==> config.mk <==
export PLATFORM = sky130hd
export DESIGN_NAME = portchg_irq
export DESIGN_NICKNAME = d
export VERILOG_FILES = /design/src/rtl/portchg_pkg.sv /design/src/rtl/portchg_sync.sv /design/src/rtl/portchg_arm.sv /design/src/rtl/portchg_port.sv /design/src/rtl/portchg_irq.sv
export SDC_FILE = /design/constraint.sdc
export NUM_CORES = 1
export LEC_CHECK = 0
export BUFFER_PORTS_ARGS = -buffer_cell sky130_fd_sc_hd__buf_4
export CORE_UTILIZATION = 45
export CTS_CLUSTER_DIAMETER = 100
export DETAILED_ROUTE_END_ITERATION = 16
export GPL_TIMING_DRIVEN = 0
export PLACE_DENSITY = 0.79
export SYNTH_ARGS = -nofsm -noshare
export SYNTH_HDL_FRONTEND = slang
export SYNTH_SLANG_ARGS = --single-unit
==> constraint.sdc <==
create_clock -name clk -period 1.7 [get_ports clk]
set_input_delay 0.34 -clock clk [delete_from_list [all_inputs] [get_ports clk]]
set_output_delay 0.34 -clock clk [all_outputs]
set_load 0.01 [all_outputs]
==> src/rtl/portchg_pkg.sv <==
package portchg_pkg;
  parameter int unsigned DEF_PORTS       = 2;
  parameter int unsigned DEF_PORT_W      = 8;
  parameter int unsigned DEF_SYNC_STAGES = 2;

  typedef enum logic [0:0] {
    ARM_WARM  = 1'b0,
    ARM_READY = 1'b1
  } arm_state_e;
endpackage

==> src/rtl/portchg_sync.sv <==
module portchg_sync #(
  parameter int unsigned W      = 16,
  parameter int unsigned STAGES = 2
) (
  input  logic         clk,
  input  logic         rst_n,
  input  logic [W-1:0] d_i,
  output logic [W-1:0] q_o,
  output logic [W-1:0] q_next_o
);
  logic [W-1:0] stg   [STAGES];
  logic [W-1:0] stg_d [STAGES];

  always_comb begin
    stg_d[0] = d_i;
    for (int i = 1; i < STAGES; i++) stg_d[i] = stg[i-1];
  end

  always_ff @(posedge clk or negedge rst_n) begin
    if (!rst_n) begin
      for (int i = 0; i < STAGES; i++) stg[i] <= '0;
    end else begin
      for (int i = 0; i < STAGES; i++) stg[i] <= stg_d[i];
    end
  end

  // Output of the last stage and the value it takes at the coming edge.
  assign q_o      = stg[STAGES-1];
  assign q_next_o = stg[STAGES-2];
endmodule

==> src/rtl/portchg_arm.sv <==
module portchg_arm
  import portchg_pkg::*;
#(
  parameter int unsigned STAGES = 2
) (
  input  logic clk,
  input  logic rst_n,
  output logic load_all_o,
  output logic armed_o
);
  localparam int unsigned CW = $clog2(STAGES + 1);
  localparam logic [CW-1:0] LAST = CW'(STAGES - 1);

  arm_state_e    state, state_d;
  logic [CW-1:0] cnt, cnt_d;
  logic          cnt_en;

  always_comb begin
    state_d = state;
    cnt_d   = cnt;
    cnt_en  = 1'b0;
    if (state == ARM_WARM) begin
      cnt_en = 1'b1;
      cnt_d  = cnt + CW'(1);
      if (cnt == LAST) state_d = ARM_READY;
    end
  end

  always_ff @(posedge clk or negedge rst_n) begin
    if (!rst_n) begin
      state <= ARM_WARM;
      cnt   <= '0;
    end else begin
      state <= state_d;
      if (cnt_en) cnt <= cnt_d;
    end
  end

  assign load_all_o = (state == ARM_WARM);
  assign armed_o    = (state == ARM_READY);
endmodule

==> src/rtl/portchg_port.sv <==
module portchg_port #(
  parameter int unsigned W = 8
) (
  input  logic         clk,
  input  logic         rst_n,
  input  logic [W-1:0] sync_q_i,
  input  logic [W-1:0] sync_next_i,
  input  logic [W-1:0] dir_in_i,
  input  logic         load_i,
  input  logic         armed_i,
  output logic [W-1:0] snap_o,
  output logic         pend_o
);
  logic [W-1:0] snap, snap_d;
  logic         snap_en;
  logic [W-1:0] moved;

  always_comb begin
    snap_en = load_i;
    snap_d  = sync_next_i;
  end

  always_ff @(posedge clk or negedge rst_n) begin
    if (!rst_n)       snap <= '0;
    else if (snap_en) snap <= snap_d;
  end

  always_comb begin
    moved  = (sync_q_i ^ snap) & dir_in_i;
    pend_o = armed_i & (|moved);
  end

  assign snap_o = snap;
endmodule

==> src/rtl/portchg_irq.sv <==
module portchg_irq
  import portchg_pkg::*;
#(
  parameter int unsigned PORTS       = DEF_PORTS,
  parameter int unsigned PORT_W      = DEF_PORT_W,
  parameter int unsigned SYNC_STAGES = DEF_SYNC_STAGES
) (
  input  logic                     clk,
  input  logic                     rst_n,
  input  logic [PORTS*PORT_W-1:0]  pin_i,
  input  logic [PORTS*PORT_W-1:0]  dir_in_i,
  input  logic [PORTS-1:0]         rd_ack_i,
  input  logic                     stop_i,
  output logic [PORTS*PORT_W-1:0]  snap_o,
  output logic                     irq_oe_o
);
  localparam int unsigned N = PORTS * PORT_W;

  logic [N-1:0]     sync_q, sync_next;
  logic             load_all, armed;
  logic [PORTS-1:0] pend;

  portchg_sync #(.W(N), .STAGES(SYNC_STAGES)) u_sync (
    .clk      (clk),
    .rst_n    (rst_n),
    .d_i      (pin_i),
    .q_o      (sync_q),
    .q_next_o (sync_next)
  );

  portchg_arm #(.STAGES(SYNC_STAGES)) u_arm (
    .clk        (clk),
    .rst_n      (rst_n),
    .load_all_o (load_all),
    .armed_o    (armed)
  );

  for (genvar p = 0; p < PORTS; p++) begin : g_port
    logic load_p;
    assign load_p = rd_ack_i[p] | stop_i | load_all;

    portchg_port #(.W(PORT_W)) u_port (
      .clk         (clk),
      .rst_n       (rst_n),
      .sync_q_i    (sync_q[p*PORT_W +: PORT_W]),
      .sync_next_i (sync_next[p*PORT_W +: PORT_W]),
      .dir_in_i    (dir_in_i[p*PORT_W +: PORT_W]),
      .load_i      (load_p),
      .armed_i     (armed),
      .snap_o      (snap_o[p*PORT_W +: PORT_W]),
      .pend_o      (pend[p])
    );
  end

  assign irq_oe_o = |pend;
endmodule

==> run_results.csv, run 1 <==
group,metric,value,unit
pwr,power_density,982,nW/um^2
cells_and_area,area_growth,34.1,%
setup_path,crit_slowest_cell,"dfrtp_1",
global_route,grt_overflow_total,0,
floorplanning,coreArea,3720,um^2
sta,worst_pin_slew,0.600,ns
floorplanning,row_count,22,
setup_path,crit_path_start_kind,"flop",
yosys,yosys_register_bits,51,
yosys,synth.largest_area_cell,"dfrtp_1",
sta,holdWs,0.0443,ns
sta,setup_viol,1,
route,detail_route.wl_per_cell,13.5,um
clock_tree,cts_buffers,5,
setup_path,cp-end-kind,"primary output",
placed_design,pre_cts_slack,0.0543,ns
sta,period_needed,1.88,ns
placed_design,hpwlAfterDp,2.15,mm
setup_path,cp_data_arrival_time,1.54,ns
sta,hold_viol,0,
cells_and_area,diodes,0,
clock_tree,htreeDepth,2,
floorplanning,num_io_pins,54,
route,drt_wl_total,2.93,mm
global_route,grt_max_degree,52,
placed_design,portBuffers,53,
yosys,synth_ff_type,"dfrtp_1",
placed_design,dpl_cell_area,2230,um^2
setup_path,r2r_cells,3,
worst_hold_path,hp-class,"in -> async",
route,vias_per_cell,4.73,
setup_path,crit_fanout,2,
sta,fin_skew,0.00255,ns
cells_and_area,drive_above_1_share,49.7,%
setup_path,crit_required,1.36,ns
yosys,async_flop_share,100,%
yosys,synthesis.area,1770,um^2
clock_tree,root_buffer,"clkbuf_8",
placed_design,place_inst,204,
global_route,grt_first_pass_wirelength,4.94,mm
yosys,yosysMostFrequentCell,"dfrtp_1",
clock_tree,clk-insertion-delay-late,0.29,ns
pwr,ir_drop,0.752,mV
route,drc,0,
placed_design,gp_congestion,0.679,
yosys,synth_area_leaders,"dfrtp_1 72%, mux2_2 8.9%, xor2_1 7.9%, a22oi_1 3.4%, nor2_8 2.3%",
route,dr.pass1.iters,3,
clock_tree,cts.sinks,51,
global_route,first_global_vias,1139,
pwr,power_leakage,1.14,nW
route,ant_nets,0,
cells_and_area,fin_area,2370,um^2
yosys,yosysSeqAreaShare,72.1,%
clock_tree,path_clk_slew,0.08,ns
route,drt_first_iter_violations,31,
setup_path,slowest_delay,0.40,ns
yosys,ys_types,15,
cells_and_area,n_fill_cell,279,
clock_tree,clockBufferDepth,2,
sta,slew_headroom,60.0,%
floorplanning,die_w,64.7,um
flow_run,cap_violations,0,
floorplanning,dieHeight,64.7,um
route,vias,1027,
cells_and_area,fin_nets,206,
sta,setup_slack,-0.178,ns
setup_path,critPathKind,"reg -> out",
yosys,syn_nets,141,
yosys,synth_top_area_share,72.1,%
floorplanning,floorplan.initialDensity,47.6,%
floorplanning,dieArea,4190,um^2
setup_path,path_cells,"xor2_1, a22oi_1, nand4_1, o21a_1, buf_6",
sta,slew_viol_final,0,
run_status,violations,"setup timing",
yosys,synth-edff-count,0,
cells_and_area,instances_no_fill,217,
sta,rsz0062_at_grt,"true",
yosys,yosys-top-cells-count,"51 x dfrtp_1, 16 x xor2_1, 14 x mux2_2, 8 x a22oi_1",
sta,period_share,110,%
yosys,ys_warn_count,0,
clock_tree,cts_tree,"built",
global_route,grt_util_all_layers,16.1,%
global_route,antenna_found_initial,0,
run_status,status,"finished with violations",
yosys,synthCells,103,
sta,clock.fmax,532,MHz
yosys,synth.avg_cell_area,17.2,um^2
## cell type report
cell class              count  area [um^2]  share of cell area (%)
inverters                   1         3.75                   0.158
multi-input cells          51          495                    20.9
repair buffers             58          439                    18.5
well taps                  48         60.1                    2.53
clock buffers               8          100                    4.21
flip-flops and latches     51         1280                    53.7
## registers in the layout, summed over array words and instances, names as in the netlist
signal	count
u_sync.q_next_o	16
u_arm.armed_o	1
g_port.u_port.snap_o	16
u_arm.cnt	2
u_sync.q_o	16
## cells in the final DEF (no fill, tap or decap), drive strengths merged
| cell | instances |
|---|---|
| o21ai | 1 |
| ha | 1 |
| clkbuf | 8 |
| xor2 | 16 |
| xnor2 | 1 |
| nand4 | 2 |
| nand2b | 1 |
| or2 | 1 |
| inv | 1 |
| mux2 | 16 |
| buf | 58 |
| o21a | 1 |
| a22oi | 8 |
| nor2 | 2 |
| nand2 | 1 |
| dfrtp | 51 |
## final timing paths
check	slack (ns)	startpoint	end
max reg2reg	0.39	u_arm.armed_o$_DFF_PN0_	g_port[1].u_port.snap_o[2]$_DFFE_PN0P_
max	-0.18	g_port[0].u_port.snap_o[3]$_DFFE_PN0P_	irq_oe_o
min	0.04	rst_n	g_port[0].u_port.snap_o[4]$_DFFE_PN0P_
max in group asynchronous	1.25	rst_n	u_sync.q_o[9]$_DFF_PN0_
min in group clk	0.15	pin_i[4]	u_sync.q_next_o[4]$_DFF_PN0_
min reg2reg	0.37	u_sync.q_next_o[3]$_DFF_PN0_	u_sync.q_o[3]$_DFF_PN0_
## metal layers
layer  GRT usage [%]  up-vias  share of wire, %
met4            5.00        0               1.1
li1                -      482                 -
met5               0        -                 0
met1            16.9      506                40
met2            29.6       37                52
met3            5.81        2               6.1
## worst max-delay path, delay by kind of cell, from the launching register on
| kind | cells | cell delay [ns] |
|---|---|---|
| AOI/OAI and AO/OA | 2 | 0.43 |
| xor gates and xnor gates | 1 | 0.14 |
| and+or+nand+nor | 1 | 0.16 |
| DFF | 1 | 0.40 |
| buffers and inverters | 1 | 0.12 |
## where the power goes
part           internal [mW]  leakage (nW)  switching, mW
Combinational          0.171         0.500          0.115
Clock                  0.371        0.0515          0.347
Sequential              1.28         0.591         0.0465
## timing repair
action                                  in CTS  in global routing
hold buffers                                 0                  0
buffers inserted                             3                  2
pin swaps                                    6                  6
endpoints found under the setup margin       1                  1
gates resized for setup                      1                  1
## kinds of logic after synthesis
family	Yosys count	synth area share (%)
buf+inv	1	0.212
simple gates	7	4.31
flops	51	72.1
fa+ha+maj	1	0.707
xor+xnor	17	8.41
compound gates	10	4.10
mux	16	10.2
## per-stage QoR
stage	total power, mW	TNS [ns]	utilization [%]
after floorplan	1.46	0	-
after global placement	1.61	0	60.0
after detailed placement	1.63	0	60.0
after CTS	2.36	-0.209	63.4
after global routing	2.46	-0.295	63.9
final	2.33	-0.178	63.9
Power figures use the tool's default switching activity.
==> run 2: changes to the inputs <==
- CTS_CLUSTER_SIZE: unset -> 16
- RECOVER_POWER: unset -> 25
- clock period: 1.7 -> 2.36 ns (I/O delays scaled with it)
==> run_results.csv, run 2 (synthesis results as in run 1) <==
group,metric,value,unit
run_status,status,"complete, no violations",
route,vias_per_cell,4.79,
setup_path,critPathKind,"reg -> out",
sta,hold_viol,0,
pwr,intPower,1.30,mW
placed_design,gp_congestion,0.679,
pwr,ir_drop,0.540,mV
cells_and_area,final_cell_mix,"51 x dfrtp_1, 37 x buf_4, 16 x xor2_1, 16 x clkbuf_4, 14 x mux2_2",
pwr,power_density,715,nW/um^2
clock_tree,clk-insertion-delay-late,0.29,ns
clock_tree,htreeDepth,2,
route,ant_nets,0,
cells_and_area,drive_above_1_share,47.6,%
placed_design,hpwlAfterDp,2.15,mm
clock_tree,clockBufferDepth,2,
route,drt_wl_total,2.85,mm
route,vias,1015,
sta,setup_slack,0.296,ns
pwr,p_seq_share,57.6,%
sta,period_needed,2.06,ns
sta,finalSetupTns,0,ns
route,dr.pass1.iters,3,
cells_and_area,diodes,0,
global_route,grt_max_degree,52,
floorplanning,dieHeight,64.7,um
sta,rsz0062_at_grt,"false",
sta,worst_pin_slew,0.600,ns
clock_tree,hold_buffers,0,
route,detail_route.wl_per_cell,13.4,um
worst_hold_path,hp-class,"in -> async",
sta,slew_viol_final,0,
pwr,power_frac_comb,11.4,%
clock_tree,cts.sinks,51,
floorplanning,num_io_pins,54,
placed_design,pre_cts_slack,0.573,ns
floorplanning,row_count,22,
clock_tree,cts_buffers,5,
global_route,first_global_vias,1124,
clock_tree,post_cts_buffers,0,
global_route,grt_overflow_total,0,
global_route,grt_first_pass_wirelength,4.84,mm
route,drc,0,
clock_tree,path_clk_slew,0.08,ns
clock_tree,root_buffer,"clkbuf_8",
setup_path,crit_path_start_kind,"flop",
setup_path,crit_required,1.89,ns
global_route,grt_util_all_layers,15.8,%
pwr,power.total,1.67,mW
sta,slew_headroom,60.0,%
pwr,p_clk_share,31.0,%
sta,setup_viol,0,
pwr,power_switching,361,uW
setup_path,cp_data_arrival_time,1.59,ns
setup_path,crit_fanout,3,
global_route,antenna_found_initial,0,
setup_path,cp-end-kind,"primary output",
floorplanning,floorplan.initialDensity,47.6,%
floorplanning,coreArea,3720,um^2
cells_and_area,n_fill_cell,285,
pwr,power_leakage,1.11,nW
sta,period_share,87.5,%
pwr,switching_share,21.7,%
sta,fin_skew,0.00296,ns
route,drt_first_iter_violations,35,
floorplanning,die_w,64.7,um
cells_and_area,fin_nets,201,
flow_run,cap_violations,0,
floorplanning,dieArea,4190,um^2
sta,clock.fmax,484,MHz
clock_tree,cts_tree,"built",
clock_tree,cts_resized,0,
cells_and_area,area_growth,31.5,%
cells_and_area,layout_commonest_cell,"dfrtp_1",
placed_design,portBuffers,53,
run 2: area by class of cell:
class | count | area, um^2 | area share, %
flip-flops and latches | 51 | 1280 | 54.8
multi-input cells | 51 | 490 | 21.1
repair buffers | 53 | 398 | 17.1
well taps | 48 | 60.1 | 2.58
clock buffers | 8 | 100 | 4.30
inverters | 1 | 3.75 | 0.161
run 2: stage by stage:
step,util (%),cells,hold slack [ns],cell area (um^2)
after floorplan,-,103,0.176,1770
after global placement,60.0,204,0.350,2230
after detailed placement,60.0,204,0.358,2230
after CTS,62.7,212,0.201,2330
after global routing,62.7,212,0.219,2330
final,62.7,212,0.177,2330
run 2: worst max-delay path, stage by stage (launching register included):
cell     delay [ns]
dfrtp_1        0.41
xor2_1         0.17
a22oi_1        0.21
nand4_1        0.16
o21a_1         0.22
buf_4          0.14
run 2: layer usage:
metal / wire (um) / GRT usage [%] / up-vias / share of wire, %
li1: - / - / 472 / -
met1: 1150 / 16.6 / 504 / 40
met2: 1490 / 29.0 / 37 / 52
met3: 172 / 5.81 / 2 / 6.0
met4: 32 / 5.00 / 0 / 1.1
met5: 0 / 0 / - / 0
run 2: power groups by stage:
| stage | Sequential [mW] | Combinational [mW] | Clock, mW |
|---|---|---|---|
| 6_report | 0.959 | 0.190 | 0.516 |
| 5_1_grt | 0.966 | 0.211 | 0.578 |
| 4_1_cts | 0.960 | 0.196 | 0.536 |
| 3_5_place_dp | 0.978 | 0.196 | 0 |
| 3_3_place_gp | 0.973 | 0.190 | 0 |
| 2_1_floorplan | 0.981 | 0.0707 | 0 |
run 2: path summary, 6_finish.rpt:
check | start | end | slack (ns) | cells past startpoint
worst min register to register | u_sync.q_next_o[3]$_DFF_PN0_ | u_sync.q_o[3]$_DFF_PN0_ | 0.37 | 0
worst max-delay path | g_port[1].u_port.snap_o[7]$_DFFE_PN0P_ | irq_oe_o | 0.30 | 5
min in group clk | pin_i[12] | u_sync.q_next_o[12]$_DFF_PN0_ | 0.30 | 1
max in group asynchronous | rst_n | g_port[1].u_port.snap_o[7]$_DFFE_PN0P_ | 1.78 | 1
worst min-delay path | rst_n | g_port[0].u_port.snap_o[4]$_DFFE_PN0P_ | 0.18 | 1
worst max register to register | u_arm.armed_o$_DFF_PN0_ | g_port[1].u_port.snap_o[2]$_DFFE_PN0P_ | 1.05 | 3
